`src/rtl/gsv_pkg.sv`:
```
package gsv_pkg;
  localparam int NSRC = 6;

  typedef enum logic [2:0] {
    SRC_NONE = 3'd0,
    SRC_RCD  = 3'd1,
    SRC_OTP  = 3'd2,
    SRC_OC   = 3'd3,
    SRC_UV   = 3'd4,
    SRC_WDG  = 3'd5,
    SRC_EXT  = 3'd6
  } src_e;

  typedef enum logic [1:0] {
    CAUSE_NONE  = 2'd0,
    CAUSE_BROWN = 2'd1,
    CAUSE_WDG   = 2'd2,
    CAUSE_EXT   = 2'd3
  } cause_e;

  // lowest index wins
  function automatic src_e first_of(input logic [NSRC-1:0] v);
    src_e r;
    r = SRC_NONE;
    for (int i = NSRC-1; i >= 0; i--) begin
      if (v[i]) r = src_e'(3'(i+1));
    end
    return r;
  endfunction
endpackage

```
`src/rtl/gsv_rail_qual.sv`:
```
module gsv_rail_qual #(
  parameter int QW = 8
) (
  input  logic          clk_i,
  input  logic          rst_ni,
  input  logic          rail_ok_i,
  input  logic [QW-1:0] qual_time_i,
  output logic          qual_o
);
  logic [QW-1:0] cnt_q;

  always_ff @(posedge clk_i or negedge rst_ni) begin
    if (!rst_ni)             cnt_q <= '0;
    else if (!rail_ok_i)     cnt_q <= '0;
    else if (cnt_q != '1)    cnt_q <= cnt_q + 1'b1;
  end

  assign qual_o = rail_ok_i && (cnt_q >= qual_time_i);

  // any low rail sample restarts qualification
  p_rail_restart_r4: assert property (@(posedge clk_i) disable iff (!rst_ni)
    !rail_ok_i |=> cnt_q == '0);
endmodule

```
`src/rtl/gsv_wdog.sv`:
```
module gsv_wdog #(
  parameter int WDG_TO = 64
) (
  input  logic clk_i,
  input  logic rst_ni,
  input  logic kick_i,
  output logic ok_o
);
  localparam int WW = $clog2(WDG_TO + 1);
  localparam logic [WW-1:0] RELOAD = WW'(WDG_TO);

  logic [WW-1:0] cnt_q;

  always_ff @(posedge clk_i or negedge rst_ni) begin
    if (!rst_ni)          cnt_q <= RELOAD;
    else if (kick_i)      cnt_q <= RELOAD;
    else if (cnt_q != '0) cnt_q <= cnt_q - 1'b1;
  end

  assign ok_o = (cnt_q != '0);

  p_kick_reload_r10: assert property (@(posedge clk_i) disable iff (!rst_ni)
    kick_i |=> ok_o && cnt_q == RELOAD);
  p_count_down_r10: assert property (@(posedge clk_i) disable iff (!rst_ni)
    (!kick_i && cnt_q > 1) |=> ok_o);
endmodule

```
`src/rtl/gsv_blank.sv`:
```
module gsv_blank #(
  parameter int BLANK_CYC = 4
) (
  input  logic clk_i,
  input  logic rst_ni,
  input  logic edge_i,
  output logic active_o
);
  localparam int BW = $clog2(BLANK_CYC + 1);
  localparam logic [BW-1:0] LOAD = BW'(BLANK_CYC - 1);

  logic [BW-1:0] cnt_q;

  always_ff @(posedge clk_i or negedge rst_ni) begin
    if (!rst_ni)          cnt_q <= '0;
    else if (edge_i)      cnt_q <= LOAD;
    else if (cnt_q != '0) cnt_q <= cnt_q - 1'b1;
  end

  assign active_o = edge_i || (cnt_q != '0);

  // window never stretches without a new edge
  p_blank_shrink_r6: assert property (@(posedge clk_i) disable iff (!rst_ni)
    (!edge_i && cnt_q != '0) |=> cnt_q == $past(cnt_q) - 1'b1);
  p_blank_bound_r6: assert property (@(posedge clk_i) disable iff (!rst_ni)
    cnt_q <= LOAD);
endmodule

```
`src/rtl/gsv_trip_latch.sv`:
```
module gsv_trip_latch import gsv_pkg::*; #(
  parameter int PW   = 8,
  parameter int TS_W = 16
) (
  input  logic            clk_i,
  input  logic            rst_ni,
  input  logic [NSRC-1:0] src_i,
  input  logic            oc_raw_i,
  input  logic            rearm_i,
  input  logic            qual_i,
  input  logic            trust_i,
  input  logic [1:0]      trust_snap_i,
  input  logic [PW-1:0]   pwr_i,
  input  logic [TS_W-1:0] ts_i,
  output logic            armed_o,
  output logic [NSRC-1:0] flags_o,
  output src_e            first_o,
  output logic            snap_valid_o,
  output logic [PW-1:0]   snap_pwr_o,
  output logic [1:0]      snap_trust_o,
  output logic [TS_W-1:0] snap_ts_o
);
  logic armed_q, pend_q, valid_q, any_trip, can_rearm, capture;
  logic [NSRC-1:0] flags_q;
  src_e first_q;

  assign any_trip  = |src_i;
  assign can_rearm = rearm_i && !armed_q && qual_i && trust_i && !any_trip && !oc_raw_i;
  assign capture   = any_trip && (flags_q == '0);

  for (genvar g = 0; g < NSRC; g++) begin : g_flag
    always_ff @(posedge clk_i or negedge rst_ni) begin
      if (!rst_ni)        flags_q[g] <= 1'b0;
      else if (can_rearm) flags_q[g] <= 1'b0;
      else if (src_i[g])  flags_q[g] <= 1'b1;
    end
  end

  always_ff @(posedge clk_i or negedge rst_ni) begin
    if (!rst_ni)        armed_q <= 1'b0;
    else if (any_trip)  armed_q <= 1'b0;
    else if (can_rearm) armed_q <= 1'b1;
  end

  // snapshot published one cycle after the inhibit has latched
  always_ff @(posedge clk_i or negedge rst_ni) begin
    if (!rst_ni) begin
      first_q      <= SRC_NONE;
      pend_q       <= 1'b0;
      valid_q      <= 1'b0;
      snap_pwr_o   <= '0;
      snap_trust_o <= '0;
      snap_ts_o    <= '0;
    end else if (capture) begin
      first_q      <= first_of(src_i);
      pend_q       <= 1'b1;
      snap_pwr_o   <= pwr_i;
      snap_trust_o <= trust_snap_i;
      snap_ts_o    <= ts_i;
    end else if (can_rearm) begin
      first_q <= SRC_NONE;
      pend_q  <= 1'b0;
      valid_q <= 1'b0;
    end else if (pend_q) begin
      pend_q  <= 1'b0;
      valid_q <= 1'b1;
    end
  end

  assign armed_o      = armed_q;
  assign flags_o      = flags_q;
  assign first_o      = first_q;
  assign snap_valid_o = valid_q;

  p_trip_latch_r3: assert property (@(posedge clk_i) disable iff (!rst_ni)
    any_trip |=> !armed_q);
  p_rearm_qual_r4: assert property (@(posedge clk_i) disable iff (!rst_ni)
    $rose(armed_q) |-> $past(qual_i && trust_i && !oc_raw_i));
  p_leak_sticky_r5: assert property (@(posedge clk_i) disable iff (!rst_ni)
    (flags_q[0] && !can_rearm) |=> flags_q[0]);
  p_first_hold_r7: assert property (@(posedge clk_i) disable iff (!rst_ni)
    (first_q != SRC_NONE && !can_rearm) |=> $stable(first_q));
  p_snap_after_off_r8: assert property (@(posedge clk_i) disable iff (!rst_ni)
    $rose(valid_q) |-> $past(!armed_q) && !armed_q);
endmodule

```
`src/rtl/pwr_gate_guard.sv`:
```
module pwr_gate_guard import gsv_pkg::*; #(
  parameter int QW        = 8,
  parameter int PW        = 8,
  parameter int TS_W      = 16,
  parameter int WDG_TO    = 64,
  parameter int BLANK_CYC = 4
) (
  input  logic            clk_i,
  input  logic            rst_ni,
  input  logic            rail_ok_i,
  input  logic            wdg_kick_i,
  input  logic            rcd_trip_i,
  input  logic            otp_trip_i,
  input  logic            oc_trip_i,
  input  logic            sw_edge_i,
  input  logic            flow_key_i,
  input  logic            sens_trust_i,
  input  logic            fw_en_i,
  input  logic            ctrl_rst_i,
  input  logic            rearm_i,
  input  logic [QW-1:0]   qual_time_i,
  input  logic [PW-1:0]   pwr_lvl_i,
  output logic            gate_en_o,
  output logic            inhibit_o,
  output logic [5:0]      trip_flags_o,
  output logic [2:0]      first_src_o,
  output logic [1:0]      rst_cause_o,
  output logic            snap_valid_o,
  output logic [PW-1:0]   snap_pwr_o,
  output logic [1:0]      snap_trust_o,
  output logic [TS_W-1:0] snap_ts_o
);
  logic rail_qual, wdg_ok, blank_act, armed;
  logic [NSRC-1:0] src;
  logic [NSRC-1:0] flags;
  logic [TS_W-1:0] ts_q;
  src_e first;
  cause_e cause_q;

  gsv_rail_qual #(.QW(QW)) u_qual (
    .clk_i(clk_i), .rst_ni(rst_ni), .rail_ok_i(rail_ok_i),
    .qual_time_i(qual_time_i), .qual_o(rail_qual));

  gsv_wdog #(.WDG_TO(WDG_TO)) u_wdog (
    .clk_i(clk_i), .rst_ni(rst_ni), .kick_i(wdg_kick_i), .ok_o(wdg_ok));

  gsv_blank #(.BLANK_CYC(BLANK_CYC)) u_blank (
    .clk_i(clk_i), .rst_ni(rst_ni), .edge_i(sw_edge_i), .active_o(blank_act));

  // bit order is the first-fault priority
  assign src = {ctrl_rst_i, ~wdg_ok, ~rail_ok_i, oc_trip_i & ~blank_act,
                otp_trip_i, rcd_trip_i};

  gsv_trip_latch #(.PW(PW), .TS_W(TS_W)) u_latch (
    .clk_i(clk_i), .rst_ni(rst_ni), .src_i(src), .oc_raw_i(oc_trip_i),
    .rearm_i(rearm_i), .qual_i(rail_qual), .trust_i(sens_trust_i),
    .trust_snap_i({flow_key_i, sens_trust_i}), .pwr_i(pwr_lvl_i), .ts_i(ts_q),
    .armed_o(armed), .flags_o(flags), .first_o(first),
    .snap_valid_o(snap_valid_o), .snap_pwr_o(snap_pwr_o),
    .snap_trust_o(snap_trust_o), .snap_ts_o(snap_ts_o));

  // direct path: no register between a trip and the gate
  assign gate_en_o = armed && !(|src) && flow_key_i && fw_en_i;

  always_ff @(posedge clk_i or negedge rst_ni) begin
    if (!rst_ni) ts_q <= '0;
    else         ts_q <= ts_q + 1'b1;
  end

  always_ff @(posedge clk_i or negedge rst_ni) begin
    if (!rst_ni)         cause_q <= CAUSE_NONE;
    else if (!rail_ok_i) cause_q <= CAUSE_BROWN;
    else if (!wdg_ok)    cause_q <= CAUSE_WDG;
    else if (ctrl_rst_i) cause_q <= CAUSE_EXT;
  end

  assign inhibit_o    = ~armed;
  assign trip_flags_o = flags;
  assign first_src_o  = first;
  assign rst_cause_o  = cause_q;

  p_gate_cond_r1: assert property (@(posedge clk_i) disable iff (!rst_ni)
    gate_en_o |-> rail_ok_i && fw_en_i && flow_key_i && !rcd_trip_i && !otp_trip_i);
  p_gate_drop_r2: assert property (@(posedge clk_i) disable iff (!rst_ni)
    (!rail_ok_i || ctrl_rst_i) |-> !gate_en_o);
  p_rst_keeps_r3: assert property (@(posedge clk_i) disable iff (!rst_ni)
    ctrl_rst_i |=> inhibit_o);
  p_brown_cause_r9: assert property (@(posedge clk_i) disable iff (!rst_ni)
    !rail_ok_i |=> rst_cause_o == CAUSE_BROWN);
endmodule

```
`config.mk`:
```
export PLATFORM = sky130hd
export DESIGN_NAME = pwr_gate_guard
export DESIGN_NICKNAME = d
export VERILOG_FILES = /design/src/rtl/gsv_pkg.sv /design/src/rtl/gsv_rail_qual.sv /design/src/rtl/gsv_wdog.sv /design/src/rtl/gsv_blank.sv /design/src/rtl/gsv_trip_latch.sv /design/src/rtl/pwr_gate_guard.sv
export SDC_FILE = /design/constraint.sdc
export NUM_CORES = 1
export LEC_CHECK = 0
export ABC_AREA = 1
export BUFFER_PORTS_ARGS = -buffer_cell sky130_fd_sc_hd__buf_2
export CORE_ASPECT_RATIO = 1.25
export CORE_MARGIN = 5
export CORE_UTILIZATION = 40
export DETAILED_ROUTE_END_ITERATION = 7
export GPL_TIMING_DRIVEN = 0
export PLACE_DENSITY_LB_ADDON = 0.08
export RECOVER_POWER = 25
export SETUP_SLACK_MARGIN = 0.1
export SYNTH_ARGS = -nofsm -noshare
export SYNTH_HDL_FRONTEND = slang
export SYNTH_SLANG_ARGS = --single-unit
```
`constraint.sdc`:
```
create_clock -name clk_i -period 2.85 [get_ports clk_i]
set_clock_uncertainty 0.2 [all_clocks]
set_input_delay 0.1425 -clock clk_i [delete_from_list [all_inputs] [get_ports clk_i]]
set_output_delay 0.1425 -clock clk_i [all_outputs]
set_load 0.05 [all_outputs]
```
[After elaboration in Yosys (flattened, before gate mapping)]
Cells that the tools add are included.
Storage, ports and cells
  word-level logic and storage cells: 96
  output and inout bits: 40
  bits in registers: 74
Operators by class
  order comparisons: 1
  $add $sub $neg: 4
  reductions and logical operators: 28
  muxes and demuxes: 34
  bitwise logic cells: 6
  equal/unequal tests: 5
Operators with widths (number)
  3-bit two-way mux: 10
  2-bit nonzero test: 9
  1-bit two-way mux: 17
  16-bit by 1-bit adder with 16-bit output (second input constant): 1
  8-bit two-way mux: 2
  7-bit two-way mux: 2
  1-bit logical AND: 10
  8-bit by 1-bit adder with 8-bit output (second input constant): 1
  8-bit greater-or-equal comparator: 1
  8-bit inequality test (second input constant): 1
  7-bit nonzero test: 1
  7-bit by 1-bit subtractor with 7-bit output (second input constant): 1
  6-bit logical NOT: 1
  2-bit two-way mux: 3
  2-bit by 1-bit inequality test with 1-bit output (second input constant): 3
  6-bit OR reduction: 1
  1-bit NOT: 5
  1-bit logical NOT: 3
  3-bit inequality test (second input constant): 1
  3-bit nonzero test: 1
  3-bit by 1-bit subtractor with 3-bit output (second input constant): 1
  2-bit AND reduction: 1
  1-bit AND: 1
  1-bit logical OR: 1

[Logic depth before layout (Yosys ltp)]
Gate-level depths: netlist of run 1.
  depth in word-level cells: 10
  gate-level depth with buffers: 13
  mapped depth without buffers: 12

[Cells and area by module]
From an unflattened synthesis of run 1, not the netlist that was laid out.
Second synthesis, totals
  cells, all modules: 440
  area, all modules: 3654.8 sq um
Modules (own cells, without submodules)
  gsv_trip_latch: cells each 178, area an instance 1512.7 sq um, instances 1
  pwr_gate_guard: cells each 106, area an instance 917.1 sq um, instances 1
  gsv_rail_qual: cells each 83, area an instance 629.4 sq um, instances 1
  gsv_wdog: cells each 52, area an instance 416.6 sq um, instances 1
  gsv_blank: cells each 21, area an instance 178.9 sq um, instances 1

[Least setup slack after synthesis of run 1]
No wires, ideal clock.
  path type: register -> output
  start point: register u_wdog.cnt_q[0]
  end point: output port gate_en_o
  arrival: 1.677 ns
  setup slack: 0.830 ns
  path buffers: 0
  stages on the path, launching flop included: 8
  data required time: 2.508 ns
  cell sequence: dfrtp_1 -> inv_1 -> ha_1 -> nand2_2 -> nor2_8 -> inv_1 -> nand4_1 -> nor2_1
Between the ends
  longest elaborated chain between the ends: 7
Ends and longest elaborated chain
  start, declared: line gsv_wdog.sv:12  | logic [WW-1:0] cnt_q;
  start signal, assigned: line gsv_wdog.sv:17  | else if (cnt_q != '0) cnt_q <= cnt_q - 1'b1;
  7-bit nonzero test: line gsv_wdog.sv:20  | assign ok_o = (cnt_q != '0);
  1-bit NOT: line pwr_gate_guard.sv:51  | assign src = {ctrl_rst_i, ~wdg_ok, ~rail_ok_i, oc_trip_i & ~blank_act,
  6-bit OR reduction: line pwr_gate_guard.sv:63  | assign gate_en_o = armed && !(|src) && flow_key_i && fw_en_i;
  1-bit logical NOT: line pwr_gate_guard.sv:63
  1-bit logical AND (3 in series): line pwr_gate_guard.sv:63
  end, declared: line pwr_gate_guard.sv:23  | output logic gate_en_o,
No other way between the ends.

[Worst setup path in the final report of run 1]
Ends and elaborated chain as after synthesis.

==> results.yml, run 1 <==
status:
  status: "finished, violations left"
  violations: "max-capacitance violations, max-slew violations"
clocking:
  htreeDepth: 3
  cts_tree: "yes"
  cts_resized: 0
  clockBufferDepth: 2
  cts_buffers: 9
  postCtsHoldBufs: 17
  insertion_delay_ns: 0.34
  post_cts_buffers: 0
  cts_root_buffer: "clkbuf_8"
  path_clk_slew_ns: 0.07
  clock_sinks: 74
worst_setup_path:
  cpLargestDelayFamily: "buffers and inverters"
  slowest_stage: "dfrtp_1"
  critPathLaunchType: "register"
  worst_path_largest_cell_delay_ns: 0.35
  path_max_fanout: 9
  cp_cell_sequence: "inv_1 -> ha_1 -> nand2_2 -> nor2_8 -> inv_1 -> nand4_1 -> nor2_1 -> buf_2"
  critPathCaptureType: "primary output"
  path_common_cell: "inv_1"
  crit_arrival_ns: 1.90
  cp_data_required_time_ns: 2.51
  cp_num_buf_inv: 3
  critical_path_class: "register to primary output"
finish:
  fin_nets: 529
  final_cells: 592
  fin_area_sq_um: 4300
  fill_cells: 873
  n_antenna_cell: 0
  multiInputGateArea_sq_um: 1360
  area.growth.synth_to_final_pct: 24.2
  register_area_sq_um: 1850
  drive_above_1_share_pct: 20.5
synth:
  synth-seq-cells: 74
  synth_compound_area_share_pct: 7.33
  synth_fa_ha_area_share_pct: 4.70
  synth_top_area_share_pct: 52.7
  yosys.cell_types.count: 32
  synth-async-reset-ratio_pct: 100
  synthMuxAreaShare_pct: 0
  synth_warnings: 0
  synth-edff-count: 0
  synth_simple_gate_area_share_pct: 23.0
  yosys-top-cells-area: "dfrtp_1 (53%), nand2_1 (13%), inv_1 (5.2%), ha_1 (4.7%), xor2_1 (4.0%)"
  synthCells: 391
  yosysTopAreaCell: "dfrtp_1"
  syn_area_per_cell_sq_um: 8.86
  synthTopCellsByCount: "nand2_1 (119), dfrtp_1 (73), inv_1 (48)"
  yosysSeqAreaShare_pct: 53.5
  synth_top_family_by_area: "simple AND/OR/NAND/NOR gates"
  synth_xor_area_share_pct: 4.30
  syn_area_sq_um: 3460
  synthesis.nets: 433
  yosysMostFrequentCell: "nand2_1"
  ys.flop_type: "dfrtp_1"
route:
  via_per_inst: 4.71
  routed_wirelength_microns: 7680
  wire_per_inst_microns: 13.0
  drt_iter0_markers: 83
  drc: 0
  ant_nets: 0
  vias: 2790
  first_pass_iters: 4
worst_hold_path:
  hold_class: "primary input to register"
pwr:
  power_uw: 2310
  leakage_uw: 0.00235
  ir_worst_vdd_v: 0.000290
  power-per-cell-area_nw_per_um2: 537
floorplan:
  coreArea_sq_um: 8560
  dieArea_sq_um: 10600
  rows: 38
  start_util_pct: 40.5
  die_h_microns: 114
  io_pins: 69
  die_w_microns: 93.2
timing:
  relSlewSlack_pct: -18.9
  post-route-period-util_pct: 78.6
  tightest_slew_ns: 1.78
  rsz0062_at_grt: "no"
  hold_viol: 0
  timing.fmax_ghz: 0.446
  slew_viol_final: 30
  timing.hold.ws_ns: 0.177
  setup_tns_ns: 0
  report.final.setup_viol: 0
  period_needed_ns: 2.24
grt:
  grt_pass1_vias: 2871
  grt_pass1_wl_microns: 13300
  grt_antenna_before_repair: 0
  grt_usage_pct: 15.9
  grt_max_degree: 46
  grt_overflow: 0
place:
  dp.cells: 559
  io_buffers: 67
  gp_congestion: 0.799
  postPlaceCellArea_sq_um: 3950
  hpwl_microns: 5710
job:
  max-cap-violations: 1
worst register-to-register path, stage by stage, from the launching register on:
cell     delay (ns)
dfrtp_1        0.32
inv_1          0.06
ha_1           0.21
nand4_1        0.21
nand2_2        0.11
nor3_1         0.20
nand2_1        0.15
buf_6          0.17
nand3_1        0.07
nand2_1        0.05
cells in the final DEF, fill, tap and decap left out, drive strengths merged:
cell type | synthesis | layout
a211oi | 2 | 2
a21oi | 7 | 7
a22oi | 1 | 1
a31oi | 2 | 2
buf | 8 | 75
clkbuf | 0 | 15
clkinv | 0 | 2
dfrtp | 73 | 73
dfstp | 1 | 1
dlygate4sd3 | 0 | 17
ha | 13 | 13
inv | 50 | 50
nand2 | 122 | 122
nand3 | 17 | 17
nand4 | 4 | 4
nor2 | 31 | 31
nor3 | 11 | 11
nor4 | 1 | 1
o21a | 8 | 8
o21ai | 21 | 21
o31ai | 1 | 1
or2 | 1 | 1
xnor2 | 1 | 1
xor2 | 16 | 16
cell type report:
| cell class | count | share of cell area, % |
|---|---|---|
| buffer | 8 | 1.42 |
| clock buffer | 14 | 4.01 |
| clock inverter | 2 | 0.233 |
| inverter | 50 | 4.36 |
| multi-input combinational | 259 | 31.6 |
| sequential | 74 | 43.1 |
| tap | 100 | 2.91 |
| timing repair buffer | 85 | 12.4 |
cells by family (layout without fill, tap and decap cells):
group / Yosys count / count (layout)
DFF: 74 / 74
xor gates and xnor gates: 17 / 17
buffers and inverters: 58 / 159
adders and majority gates: 13 / 13
AOI/OAI and AO/OA: 42 / 42
and+or+nand+nor: 187 / 187
where the power goes:
group	switching [uW]	internal [uW]
clock	375	386
combinational	250	138
sequential	42.7	1120
worst paths after layout:
check | startpoint | endpoint | slack [ns] | cells after the start
max in group asynchronous | rst_ni | u_latch.snap_ts_o[12] | 0.81 | 2
min in group asynchronous | rst_ni | u_qual.cnt_q[1] | 0.61 | 2
worst min register to register | u_wdog.cnt_q[6] | u_wdog.cnt_q[6] | 0.26 | 2
worst max register to register | u_blank.cnt_q[0] | u_latch.snap_valid_o | 0.98 | 9
worst min-delay path | oc_trip_i | u_latch.first_o[1] | 0.18 | 7
worst max-delay path | u_wdog.cnt_q[0] | gate_en_o | 0.61 | 8
layer usage:
| metal | global-route usage (%) | vias up | part of all wire (%) |
|---|---|---|---|
| met4 | 5.87 | 0 | 1.4 |
| met3 | 3.23 | 9 | 3.2 |
| li1 | - | 1429 | - |
| met1 | 19.5 | 1304 | 43 |
| met5 | 0 | - | 0 |
| met2 | 27.6 | 48 | 52 |
flip-flops by register name (all words and copies together) (netlist names):
name	count
u_latch.snap_trust_o	2
u_latch.snap_pwr_o	8
u_blank.cnt_q	3
ts_q	16
u_latch.snap_valid_o	1
u_wdog.cnt_q	7
rst_cause_o	2
u_latch.pend_q	1
u_latch.flags_o	6
u_latch.armed_o	1
u_latch.first_o	3
u_qual.cnt_q	8
u_latch.snap_ts_o	16
per-stage QoR:
stage	utilization [%]	worst slack, ns
2_1_floorplan	-	0.830
3_3_place_gp	45.8	0.892
3_5_place_dp	46.2	0.945
4_1_cts	50.3	0.548
5_1_grt	50.3	0.406
6_report	50.3	0.610
(Power assumes the default switching activity.)
==> run 2, diff against run 1 <==
clock period = 2.2 ns   (was 2.85 ns; I/O delays follow)
==> results.yml, run 2 (synthesis gave the netlist of run 1 again) <==
pwr:
  comb_power_share_pct: 17.6
  seq_power_share_pct: 49.7
  p_int_uw: 2140
  power_uw: 3020
  switching_share_pct: 29.2
  leakage_uw: 0.00237
  p_clk_share_pct: 32.7
  p_switching_uw: 883
  ir_worst_vdd_v: 0.000376
  power-per-cell-area_nw_per_um2: 697
finish:
  layout_commonest_cell: "nand2_1"
  area.growth.synth_to_final_pct: 25.3
  top_regs: "ts_q x16, u_latch.snap_ts_o x16"
  fin_nets: 532
  drive_above_1_share_pct: 22.0
  n_antenna_cell: 0
  final_cell_mix: "nand2_1 (118), dfrtp_1 (73), buf_2 (66), inv_1 (47), nor2_1 (28)"
floorplan:
  io_pins: 69
  die_h_microns: 114
  coreArea_sq_um: 8560
  rows: 38
  start_util_pct: 40.5
  die_w_microns: 93.2
  dieArea_sq_um: 10600
timing:
  setup_tns_ns: 0
  timing.hold.ws_ns: 0.0561
  hold_viol: 0
  relSlewSlack_pct: 49.0
  fin_ws_ns: 0.237
  tightest_slew_ns: 0.765
  period_needed_ns: 1.96
  post-route-period-util_pct: 89.2
  rsz0062_at_grt: "no"
  slew_viol_final: 0
  report.final.setup_viol: 0
  timing.fmax_ghz: 0.510
worst_setup_path:
  critical_path_class: "register to primary output"
  critPathLaunchType: "register"
  worst_path_largest_cell_delay_ns: 0.38
  path_max_fanout: 5
  cp_cell_sequence: "inv_1 -> ha_4 -> nand2_4 -> nor2_8 -> inv_4 -> nand4_1 -> nor2_1 -> buf_6"
  cp_num_buf_inv: 3
  slowest_stage: "dfrtp_1"
  critPathCaptureType: "primary output"
  crit_arrival_ns: 1.65
  cp_data_required_time_ns: 1.89
  cpLargestDelayFamily: "simple AND/OR/NAND/NOR gates"
route:
  via_per_inst: 4.72
  wire_per_inst_microns: 13.1
  first_pass_iters: 4
  drc: 0
  routed_wirelength_microns: 7770
  ant_nets: 0
  drt_iter0_markers: 80
  vias: 2807
grt:
  grt_antenna_before_repair: 0
  grt_usage_pct: 16.0
  grt_pass1_wl_microns: 13400
  use_met2_pct: 27.7
  grt_max_degree: 46
  use_met3_pct: 3.23
  grt_overflow: 0
  grt_pass1_vias: 2878
  grt-busiest-layer: "met2"
  grt_util_met1_pct: 19.7
clocking:
  cts_root_buffer: "clkbuf_8"
  cts_tree: "yes"
  insertion_delay_ns: 0.34
  clock_sinks: 74
  path_clk_slew_ns: 0.08
  cts_buffers: 9
  htreeDepth: 3
  clockBufferDepth: 2
job:
  max-cap-violations: 0
status:
  status: "finished, final reports clean"
place:
  dpl_worst_slack_ns: 0.310
  io_buffers: 67
  hpwl_microns: 5710
  gp_congestion: 0.799
worst_hold_path:
  hold_class: "primary input to register"
## run 2: cell count changes in the layout (fill, tap and decap cells not counted), sizes merged
cell | previous run | this run
buf | 75 | 77
clkbuf | 15 | 16
## run 2: worst paths after layout
| check | from | endpoint | slack [ns] | cells past startpoint |
|---|---|---|---|---|
| max | u_wdog.cnt_q[1] | gate_en_o | 0.24 | 8 |
| min | oc_trip_i | u_latch.armed_o | 0.06 | 4 |
| max reg2reg | u_wdog.cnt_q[1] | u_latch.snap_valid_o | 0.35 | 10 |
| min reg2reg | u_wdog.cnt_q[6] | u_wdog.cnt_q[6] | 0.26 | 2 |
| max in group asynchronous | rst_ni | u_qual.cnt_q[5] | 0.47 | 3 |
| min in group asynchronous | rst_ni | u_qual.cnt_q[1] | 0.16 | 2 |
## run 2: worst register-to-register path, stage by stage (launching register included)
cell and delay [ns]:
dfrtp_1 0.38, inv_1 0.08, ha_4 0.18, nand2_4 0.09, nor2_8 0.04, buf_4 0.17
nor3_2 0.18, nand2_1 0.13, buf_6 0.17, nand3_1 0.07, nand2_1 0.05
## run 2: stage by stage
stage	instances	util (%)	cell area, sq um
after global placement	558	45.8	3920
after CTS	593	50.5	4320
final	595	50.7	4340
after floorplan	391	-	3460
after global routing	595	50.7	4340
after detailed placement	559	46.2	3950
## run 2: cell type report
class / count / area [sq um]
timing repair buffer: 88 / 542
clock inverter: 2 / 10.0
multi-input combinational: 259 / 1390
clock buffer: 14 / 173
tap: 100 / 125
inverter: 50 / 190
buffer: 8 / 61.3
fill: 878 / 4220
sequential: 74 / 1850
## run 2: layer usage
metal	vias up	routed length, microns
li1	1431	-
met1	1315	3320
met2	52	4070
met3	9	269
met4	0	107
met5	-	0
## run 2: timing repair
action                                 CTS  global route
hold buffers                            17             0
cloned                                   0             0
pin swaps                                2             3
setup endpoints to repair                1             9
gates resized for setup                  4             5
endpoints found under the hold margin  108             0
setup buffers                            1             2
## run 2: power by group through the flow
stage	sequential [uW]	clock (uW)	combinational, uW
floorplan	1610	0	256
global placement	1530	0	469
detailed placement	1530	0	488
CTS	1500	1020	521
global route	1510	1080	603
finish	1500	989	531
